### src/rtl/trace_pkg.sv
package trace_pkg;
   localparam int TRC_BYTE_W = 8;
   localparam int TRC_CRC_W  = 7;
   localparam logic [TRC_CRC_W-1:0] TRC_POLY = 7'h09;
   typedef logic [TRC_BYTE_W-1:0] trc_byte_t;
endpackage

### src/rtl/trace_seq.sv
module trace_seq #(
   parameter int MSG_LEN = 16,
   localparam int IDX_W = $clog2(MSG_LEN)
) (
   input  logic             clk,
   input  logic             rst_n,
   input  logic             stb,
   output logic [IDX_W-1:0] idx,
   output logic             wrap
);
   localparam logic [IDX_W-1:0] LAST = IDX_W'(MSG_LEN - 1);

   assign wrap = stb && (idx == LAST);

   always_ff @(posedge clk) begin
      if (!rst_n)     idx <= '0;
      else if (wrap)  idx <= '0;
      else if (stb)   idx <= idx + 1'b1;
   end

   a_r1_wrap: assert property (@(posedge clk) disable iff (!rst_n)
      (stb && idx == LAST) |=> (idx == '0));
   a_r1_hold: assert property (@(posedge clk) disable iff (!rst_n)
      !stb |=> $stable(idx));
endmodule

### src/rtl/trace_crc.sv
module trace_crc
   import trace_pkg::*;
#(
   parameter int BYTE_W = TRC_BYTE_W,
   parameter int CRC_W  = TRC_CRC_W,
   parameter logic [CRC_W-1:0] POLY = TRC_POLY
) (
   input  logic              clk,
   input  logic              rst_n,
   input  logic              step,
   input  logic              last,
   input  logic [BYTE_W-1:0] data,
   output logic [CRC_W-1:0]  crc_held
);
   logic [CRC_W-1:0] acc_q;
   logic [CRC_W-1:0] acc_nxt;

   function automatic logic [CRC_W-1:0] crc_byte(input logic [CRC_W-1:0] c,
                                                 input logic [BYTE_W-1:0] d);
      logic [CRC_W-1:0] r;
      logic fb;
      r = c;
      for (int b = BYTE_W - 1; b >= 0; b--) begin
         fb = r[CRC_W-1] ^ d[b];
         r  = {r[CRC_W-2:0], 1'b0};
         if (fb) r = r ^ POLY;
      end
      return r;
   endfunction

   assign acc_nxt = crc_byte(acc_q, data);

   always_ff @(posedge clk) begin
      if (!rst_n) begin
         acc_q    <= '0;
         crc_held <= '0;
      end else if (step) begin
         if (last) begin
            crc_held <= acc_nxt;
            acc_q    <= '0;
         end else begin
            acc_q <= acc_nxt;
         end
      end
   end

   a_r5_held_stable: assert property (@(posedge clk) disable iff (!rst_n)
      !(step && last) |=> $stable(crc_held));
   a_r4_acc_restart: assert property (@(posedge clk) disable iff (!rst_n)
      (step && last) |=> (acc_q == '0));
endmodule

### src/rtl/trace_regs.sv
module trace_regs
   import trace_pkg::*;
#(
   parameter int MSG_LEN = 16,
   parameter int BYTE_W  = TRC_BYTE_W,
   localparam int IDX_W = $clog2(MSG_LEN)
) (
   input  logic              clk,
   input  logic              rst_n,
   input  logic              wr_en,
   input  logic [IDX_W-1:0]  wr_addr,
   input  logic [BYTE_W-1:0] wr_data,
   input  logic              err_clr,
   input  logic              commit,
   input  logic [IDX_W-1:0]  rd_idx,
   output logic [BYTE_W-1:0] rd_char,
   output logic              char_err
);
   logic [BYTE_W-1:0] stg_q [MSG_LEN];
   logic [BYTE_W-1:0] act_q [MSG_LEN];
   logic              bad_wr;

   assign bad_wr  = wr_en && (wr_addr != '0) && wr_data[BYTE_W-1];
   assign rd_char = act_q[rd_idx];

   always_ff @(posedge clk) begin
      if (!rst_n) begin
         for (int k = 0; k < MSG_LEN; k++) begin
            stg_q[k] <= '0;
            act_q[k] <= '0;
         end
      end else begin
         for (int k = 0; k < MSG_LEN; k++) begin
            if (k != 0 && wr_en && wr_addr == IDX_W'(k))
               stg_q[k] <= {1'b0, wr_data[BYTE_W-2:0]};
            if (commit)
               act_q[k] <= stg_q[k];
         end
      end
   end

   always_ff @(posedge clk) begin
      if (!rst_n)       char_err <= 1'b0;
      else if (bad_wr)  char_err <= 1'b1;
      else if (err_clr) char_err <= 1'b0;
   end

   generate
      for (genvar g = 0; g < MSG_LEN; g++) begin : g_chk
         a_r6_commit_only: assert property (@(posedge clk) disable iff (!rst_n)
            !commit |=> $stable(act_q[g]));
      end
   endgenerate

   a_r2_msb_clear: assert property (@(posedge clk) disable iff (!rst_n)
      1'b1 |-> !rd_char[BYTE_W-1]);
   a_r7_sticky: assert property (@(posedge clk) disable iff (!rst_n)
      (char_err && !err_clr) |=> char_err);
   a_r7_set: assert property (@(posedge clk) disable iff (!rst_n)
      bad_wr |=> char_err);
   a_r8_clear: assert property (@(posedge clk) disable iff (!rst_n)
      (err_clr && !bad_wr) |=> !char_err);
endmodule

### src/rtl/trace_msg_gen.sv
module trace_msg_gen
   import trace_pkg::*;
#(
   parameter int MSG_LEN = 16,
   parameter int BYTE_W  = TRC_BYTE_W,
   parameter int CRC_W   = TRC_CRC_W,
   parameter logic [CRC_W-1:0] POLY = TRC_POLY,
   localparam int IDX_W = $clog2(MSG_LEN)
) (
   input  logic              clk,
   input  logic              rst_n,
   input  logic              frame_stb,
   input  logic              wr_en,
   input  logic [IDX_W-1:0]  wr_addr,
   input  logic [BYTE_W-1:0] wr_data,
   input  logic              err_clr,
   output logic [BYTE_W-1:0] tx_byte,
   output logic [IDX_W-1:0]  byte_idx,
   output logic              char_err
);
   generate
      if (MSG_LEN < 2 || (1 << IDX_W) != MSG_LEN) begin : g_bad_len
         $error("MSG_LEN must be a power of two of at least 2");
      end
      if (CRC_W + 1 != BYTE_W) begin : g_bad_w
         $error("CRC_W must be one less than BYTE_W");
      end
   endgenerate

   logic             wrap;
   logic [CRC_W-1:0] crc_held;
   logic [BYTE_W-1:0] rd_char;

   trace_seq #(.MSG_LEN(MSG_LEN)) u_seq (
      .clk(clk), .rst_n(rst_n), .stb(frame_stb), .idx(byte_idx), .wrap(wrap));

   trace_regs #(.MSG_LEN(MSG_LEN), .BYTE_W(BYTE_W)) u_regs (
      .clk(clk), .rst_n(rst_n), .wr_en(wr_en), .wr_addr(wr_addr),
      .wr_data(wr_data), .err_clr(err_clr), .commit(wrap),
      .rd_idx(byte_idx), .rd_char(rd_char), .char_err(char_err));

   trace_crc #(.BYTE_W(BYTE_W), .CRC_W(CRC_W), .POLY(POLY)) u_crc (
      .clk(clk), .rst_n(rst_n), .step(frame_stb), .last(wrap),
      .data(tx_byte), .crc_held(crc_held));

   assign tx_byte = (byte_idx == '0) ? {1'b1, crc_held} : rd_char;

   a_r3_header_mark: assert property (@(posedge clk) disable iff (!rst_n)
      (byte_idx == '0) |-> tx_byte[BYTE_W-1]);
   a_r2_body_mark: assert property (@(posedge clk) disable iff (!rst_n)
      (byte_idx != '0) |-> !tx_byte[BYTE_W-1]);
endmodule

### config.mk
export PLATFORM = sky130hd
export DESIGN_NAME = trace_msg_gen
export DESIGN_NICKNAME = d
export VERILOG_FILES = /design/src/rtl/trace_pkg.sv /design/src/rtl/trace_seq.sv /design/src/rtl/trace_crc.sv /design/src/rtl/trace_regs.sv /design/src/rtl/trace_msg_gen.sv
export SDC_FILE = /design/constraint.sdc
export NUM_CORES = 1
export LEC_CHECK = 0
export BUFFER_PORTS_ARGS = -buffer_cell sky130_fd_sc_hd__buf_4
export CAP_MARGIN = 20
export CORE_MARGIN = 2
export CORE_UTILIZATION = 61
export CTS_CLUSTER_SIZE = 20
export DETAILED_ROUTE_END_ITERATION = 10
export GPL_ROUTABILITY_DRIVEN = 0
export PLACE_DENSITY = 0.85
export RECOVER_POWER = 50
export SYNTH_ARGS = -nofsm -noshare
export SYNTH_HDL_FRONTEND = slang
export SYNTH_SLANG_ARGS = --single-unit
export TNS_END_PERCENT = 10
### constraint.sdc
create_clock -name clk -period 5.25 [get_ports clk]
set_input_delay 0.525 -clock clk [delete_from_list [all_inputs] [get_ports clk]]
set_output_delay 0.525 -clock clk [all_outputs]
set_load 0.02 [all_outputs]
==> reports/results.txt, run 1 <==
Sequential-to-total area share from yosys stat -> 70.4%
Synth top area share -> 65.6%
Max stage delay on crit path -> 2.01 ns
Register bit total from synthesis -> 233
Setup violators final -> 0
Worst setup EP type -> register
Worst min path class -> in2reg
Clock root buffer -> clkbuf_16
Worst hold path depth -> 3
Top cells by area, synth -> edfxtp_1 (66%), dfxtp_1 (4.8%), and3_1 (4.1%)
Area leader, netlist -> edfxtp_1
Share of layout cells above drive strength 1 -> 12.1%
Final Cycle Share -> 66.8%
Actual slew at the worst max-slew pin -> 2.85 ns
Worst IR Drop VDD -> 217 uV
RSZ-0062 raised after global routing -> no
Simple-gate share of the synthesized area -> 14.2%
Failing checks -> max-capacitance violations, max-slew violations
Mux cell area share after synthesis -> 6.77%
Async set-reset flop share out of synthesis -> 0%
Number of synthesized flops with an enable pin -> 210
Syn Std Cell Area -> 9610 um^2
Critical Path, Cell by Cell -> ha_1 > and4_1 > clkbuf_1 > o21ai_0 > a21oi_1
Post-Route WL -> 20.3 mm
Hold Violations, Final -> 0
Clk_skew -> 0.00884 ns
Adder-cell share of the synthesized area -> 0.260%
ANT cells -> 0
DP Worst Slack -> 1.99 ns
Vias in the first global route -> 5,628
Cell Count, Final, Fillers Out -> 921
Fin worst setup slack -> 1.74 ns
CP startpoint -> u_seq.idx[0]
Core Footprint -> 15,300 um^2
Crit start category -> register
Dpl hpwl -> 12.3 mm
Detailed-route wire length per cell -> 22.1 um
Mapped Cells -> 664
Most instantiated cells after synthesis -> edfxtp_1 (210), nor2_1 (82), and3_1 (63), and2_1 (48), nand2_1 (44)
GRT Overall Usage -> 25.2%
Routed Antenna Nets -> 0
Synthesized net count -> 683
Buf/Inv on CP -> 1
Largest family of logic cells by synthesized area -> simple AND/OR/NAND/NOR gates
Via density -> 6.19
Reg2reg path depth -> 5
Initial drt markers -> 789
Critical Path Stages -> 5
Max Cap Viol -> 2
Die width -> 130 um
Crit path time final -> 3.51 ns
Initial antenna violation count -> 0
Post-CTS Setup Inserts -> 0
FF-to-FF setup slack -> 1.74 ns
Req. time, crit path -> 5.66 ns
Status -> finished, violations left
Setup TNS -> 0 ns
Slew headroom -> -90.2%
Num rows -> 45
Max-slew violations -> 81
Hold_sp -> wr_data[7]
Reg2reg start -> u_seq.idx[0]
Slowest CP cell -> clkbuf_1
Yosys cell types -> 54
TritonCTS clock tree -> done
Main synth FF type -> edfxtp_1
Synth Area in XOR/XNOR -> 1.94%
WHS Endpoint -> u_regs.char_err
Data arrival, critical path -> 3.92 ns
Area delta synth->final -> 11.4%
Worst-skew pair later-pin latency -> 0.51 ns
CP max FO -> 72
Worst-path clk slew -> 0.06 ns
Die Height -> 130 um
Total grt overflow -> 0
Input/output buffers -> 29
Synth Area per Inst -> 14.5 um^2
H-tree Lvls -> 1
CTS buffer count -> 23
Largest net degree at the start of global routing -> 108
Power Dens Cells -> 394 nW/um^2
FMAX -> 0.285 GHz
Routed vias -> 5,704
IO Count -> 30
Clk sink count -> 233
Fin nets -> 712
Die area -> 16,800 um^2
CP delay by family, top -> buffers and inverters
RR Endpoint -> u_crc.crc_held[3]
DRC viols -> 0
Worst-case clock buffer depth -> 3
Placed insts -> 878
Critical path class -> reg2reg
Hold Buf Count CTS -> 0
First-pass GRT wire length -> 31.5 mm
Most common cell in the netlist -> edfxtp_1
LEAKAGE -> 4.10 nW
Initial Util -> 62.7%
Post-cts resize count -> 0
Compound-cell area share of the yosys netlist -> 3.92%
Synth Warn # -> 0
DRT Pass-1 Iters -> 5
## metrics by stage
step / utilization, % / hold slack (ns) / area, um^2 / power [mW]
3_5_place_dp: 65.4 / 0.475 / 10000 / 2.66
5_1_grt: 69.9 / 0.304 / 10700 / 4.33
6_report: 69.9 / 0.307 / 10700 / 4.21
3_3_place_gp: 65.4 / 0.454 / 10000 / 2.63
4_1_cts: 70.0 / 0.305 / 10700 / 4.21
2_1_floorplan: - / 0.437 / 9610 / 2.54
## per-layer routing
metal	global-route usage, %	share of wire [%]	up-vias
met4	5.95	1.8	0
met1	34.0	39	2848
met2	43.1	50	314
met5	0	0	-
met3	4.79	8.9	34
li1	-	-	2508
## worst min-delay path: stages
cell,delay (ns)
buf_4,0.08
a32oi_1,0.08
nor2_1,0.09
## flip-flops by register name, summed over array words and instances, names as in the netlist, named ones only
| signal | cells |
|---|---|
| u_regs.stg_q | 105 |
| u_regs.char_err | 1 |
| u_seq.idx | 4 |
| u_crc.crc_held | 7 |
| u_crc.acc_q | 7 |
| u_regs.act_q | 105 |
## layout by cell type (no fill, tap or decap), drive strengths merged, types with 20 or more instances in the layout
| cell type | instances |
|---|---|
| mux4 | 20 |
| edfxtp | 210 |
| buf | 28 |
| and2 | 48 |
| and3 | 63 |
| nor2 | 82 |
| nand2 | 44 |
| dfxtp | 23 |
| inv | 21 |
| clkbuf | 44 |
## report_power, final
part,internal (mW),switching (mW)
combinational,0.179,0.248
sequential,2.15,0.0620
clock,0.923,0.655
total,3.25,0.965
## cell type report
class                   instances  area (um^2)
clock buffers                  33          623
clock inverters                 9         93.8
fillers                       980         4610
inverters                      20         75.1
multi-input cells             376         2610
flip-flops and latches        233         6770
well taps                     211          264
repair buffers                 39          272
## how the worst max path moves through the flow
stage | endpoint
finish | u_crc.crc_held[3]
global route | u_crc.crc_held[3]
CTS | tx_byte[1]
detailed placement | u_crc.crc_held[5]
global placement | u_crc.acc_q[4]
floorplan | u_crc.acc_q[2]
## kinds of logic (layout without fill, tap and decap cells)
| family | after synthesis | count (layout) |
|---|---|---|
| simple gates | 270 | 270 |
| flops | 233 | 233 |
| buf+inv | 55 | 101 |
| compound gates | 52 | 52 |
| mux | 37 | 37 |
| xor+xnor | 15 | 15 |
| fa+ha+maj | 2 | 2 |
No activity file was read; power rests on OpenSTA's default activity.
==> run 2, diff against run 1 <==
--- a/config.mk
+++ b/config.mk
@@ -8,11 +8,11 @@
 export BUFFER_PORTS_ARGS = -buffer_cell sky130_fd_sc_hd__buf_4
 export CAP_MARGIN = 20
 export CORE_MARGIN = 2
-export CORE_UTILIZATION = 61
+export CORE_UTILIZATION = 56
 export CTS_CLUSTER_SIZE = 20
 export DETAILED_ROUTE_END_ITERATION = 10
 export GPL_ROUTABILITY_DRIVEN = 0
-export PLACE_DENSITY = 0.85
+export PLACE_DENSITY = 0.83
 export RECOVER_POWER = 50
 export SYNTH_ARGS = -nofsm -noshare
 export SYNTH_HDL_FRONTEND = slang
==> constraint.sdc (replaced) <==
create_clock -name clk -period 3.2 [get_ports clk]
set_input_delay 0.32 -clock clk [delete_from_list [all_inputs] [get_ports clk]]
set_output_delay 0.32 -clock clk [all_outputs]
set_load 0.02 [all_outputs]
==> reports/results.txt, run 2 (synthesized netlist as in run 1, its figures left out) <==
Setup TNS -> 0 ns
Crit path time final -> 2.95 ns
Worst setup EP type -> output port
Req. time, crit path -> 2.88 ns
Worst-path clk slew -> 0.06 ns
Reg2reg start -> u_seq.idx[0]
Max Cap Viol -> 1
Max-slew violations -> 52
Actual slew at the worst max-slew pin -> 1.79 ns
DRT Pass-1 Iters -> 8
FF-to-FF setup slack -> 0.35 ns
Commonest non-fill, non-tap cell in the layout -> edfxtp_1
Clock root buffer -> clkbuf_16
Fin nets -> 716
Worst min path class -> in2reg
ANT cells -> 0
Hold Violations, Final -> 0
Largest regs -> u_regs.act_q: 105 flops, u_regs.stg_q: 105 flops
Reg2reg path depth -> 10
Worst-skew pair later-pin latency -> 0.51 ns
Detailed-route wire length per cell -> 21.2 um
Routed vias -> 5,593
LEAKAGE -> 4.11 nW
WHS -> 0.111 ns
RR Endpoint -> u_crc.crc_held[5]
Hold Buf Count CTS -> 0
GRT Overall Usage -> 22.7%
Initial drt markers -> 715
First-pass GRT wire length -> 31.1 mm
Fin worst setup slack -> 0.245 ns
Post-CTS Setup Inserts -> 0
Hold_sp -> wr_data[7]
Routed Antenna Nets -> 0
Vias in the first global route -> 5,608
Share of layout cells above drive strength 1 -> 12.9%
DP Worst Slack -> 0.431 ns
FMAX -> 0.338 GHz
Initial antenna violation count -> 0
Die width -> 135 um
Area delta synth->final -> 11.8%
Status -> finished, violations left
CP max FO -> 13
Crit start category -> register
Clk_skew -> 0.0171 ns
Data arrival, critical path -> 2.63 ns
Post-Route WL -> 19.8 mm
CTS buffer count -> 22
IO Count -> 30
Worst-case clock buffer depth -> 3
Post-cts resize count -> 0
TritonCTS clock tree -> done
Worst IR Drop VDD -> 375 uV
DRC viols -> 0
CP startpoint -> u_seq.idx[0]
Fillers -> 1,153
Via density -> 6.01
Die area -> 18,200 um^2
Total grt overflow -> 0
RSZ-0062 raised after global routing -> no
Core Footprint -> 16,700 um^2
Commonest non-fill, non-tap cells in the layout -> edfxtp_1 (210), nor2_1 (82), and3_1 (63), nand2_1 (43), and2_0 (33)
Critical path class -> reg2out
Failing checks -> max-capacitance violations, max-slew violations
CP endpoint -> tx_byte[1]
Die Height -> 135 um
Clk sink count -> 233
H-tree Lvls -> 1
Final Cycle Share -> 92.3%
Largest net degree at the start of global routing -> 73
Input/output buffers -> 29
Power Dens Cells -> 629 nW/um^2
Setup violators final -> 0
Dpl hpwl -> 12.7 mm
Slew headroom -> -19.0%
Num rows -> 47
Initial Util -> 57.5%
==> run 2: layer usage <==
layer  share of wire (%)  global-route usage (%)
met1                  40                    31.9
met2                  48                    36.1
met5                   0                       0
met3                 8.3                    3.90
met4                 3.2                    8.97
==> run 2: cell type report <==
type | count | area, um^2 | share of cell area (%)
well taps | 220 | 275 | 2.56
repair buffers | 44 | 339 | 3.16
flip-flops and latches | 233 | 6770 | 63.0
multi-input cells | 376 | 2610 | 24.3
clock inverters | 13 | 90.1 | 0.839
inverters | 20 | 75.1 | 0.699
clock buffers | 25 | 583 | 5.43
==> run 2: metrics by stage <==
step                area, um^2  util [%]  std cells  power [mW]
floorplan                 9610         -        664        4.16
global placement         10100      60.5        893        4.34
detailed placement       10100      60.5        893        4.38
CTS                      10800      64.6        931        6.78
global route             10700      64.3        931        6.98
finish                   10700      64.3        931        6.76
==> run 2: worst min-delay path by stage <==
stage,slack (ns),to,cells past startpoint
floorplan,0.44,u_crc.crc_held[6],2
global placement,0.46,u_crc.crc_held[6],2
detailed placement,0.48,u_crc.acc_q[1],2
CTS,0.10,u_regs.char_err,3
global route,0.12,u_crc.acc_q[3],2
finish,0.11,u_regs.char_err,3
==> run 2: power breakdown <==
part           switching (mW)  internal [mW]
Combinational           0.425          0.301
Clock                    1.05           1.38
Sequential             0.0864           3.52
==> run 2: worst max-delay path, stage by stage, from the launching register on <==
cell and delay (ns):
dfxtp_1 0.36, inv_1 0.08, ha_1 0.13, or3b_2 0.59, inv_1 0.16, buf_4 0.22
nor3_1 0.08, a21oi_1 0.15, o21ai_0 0.16, buf_4 0.21
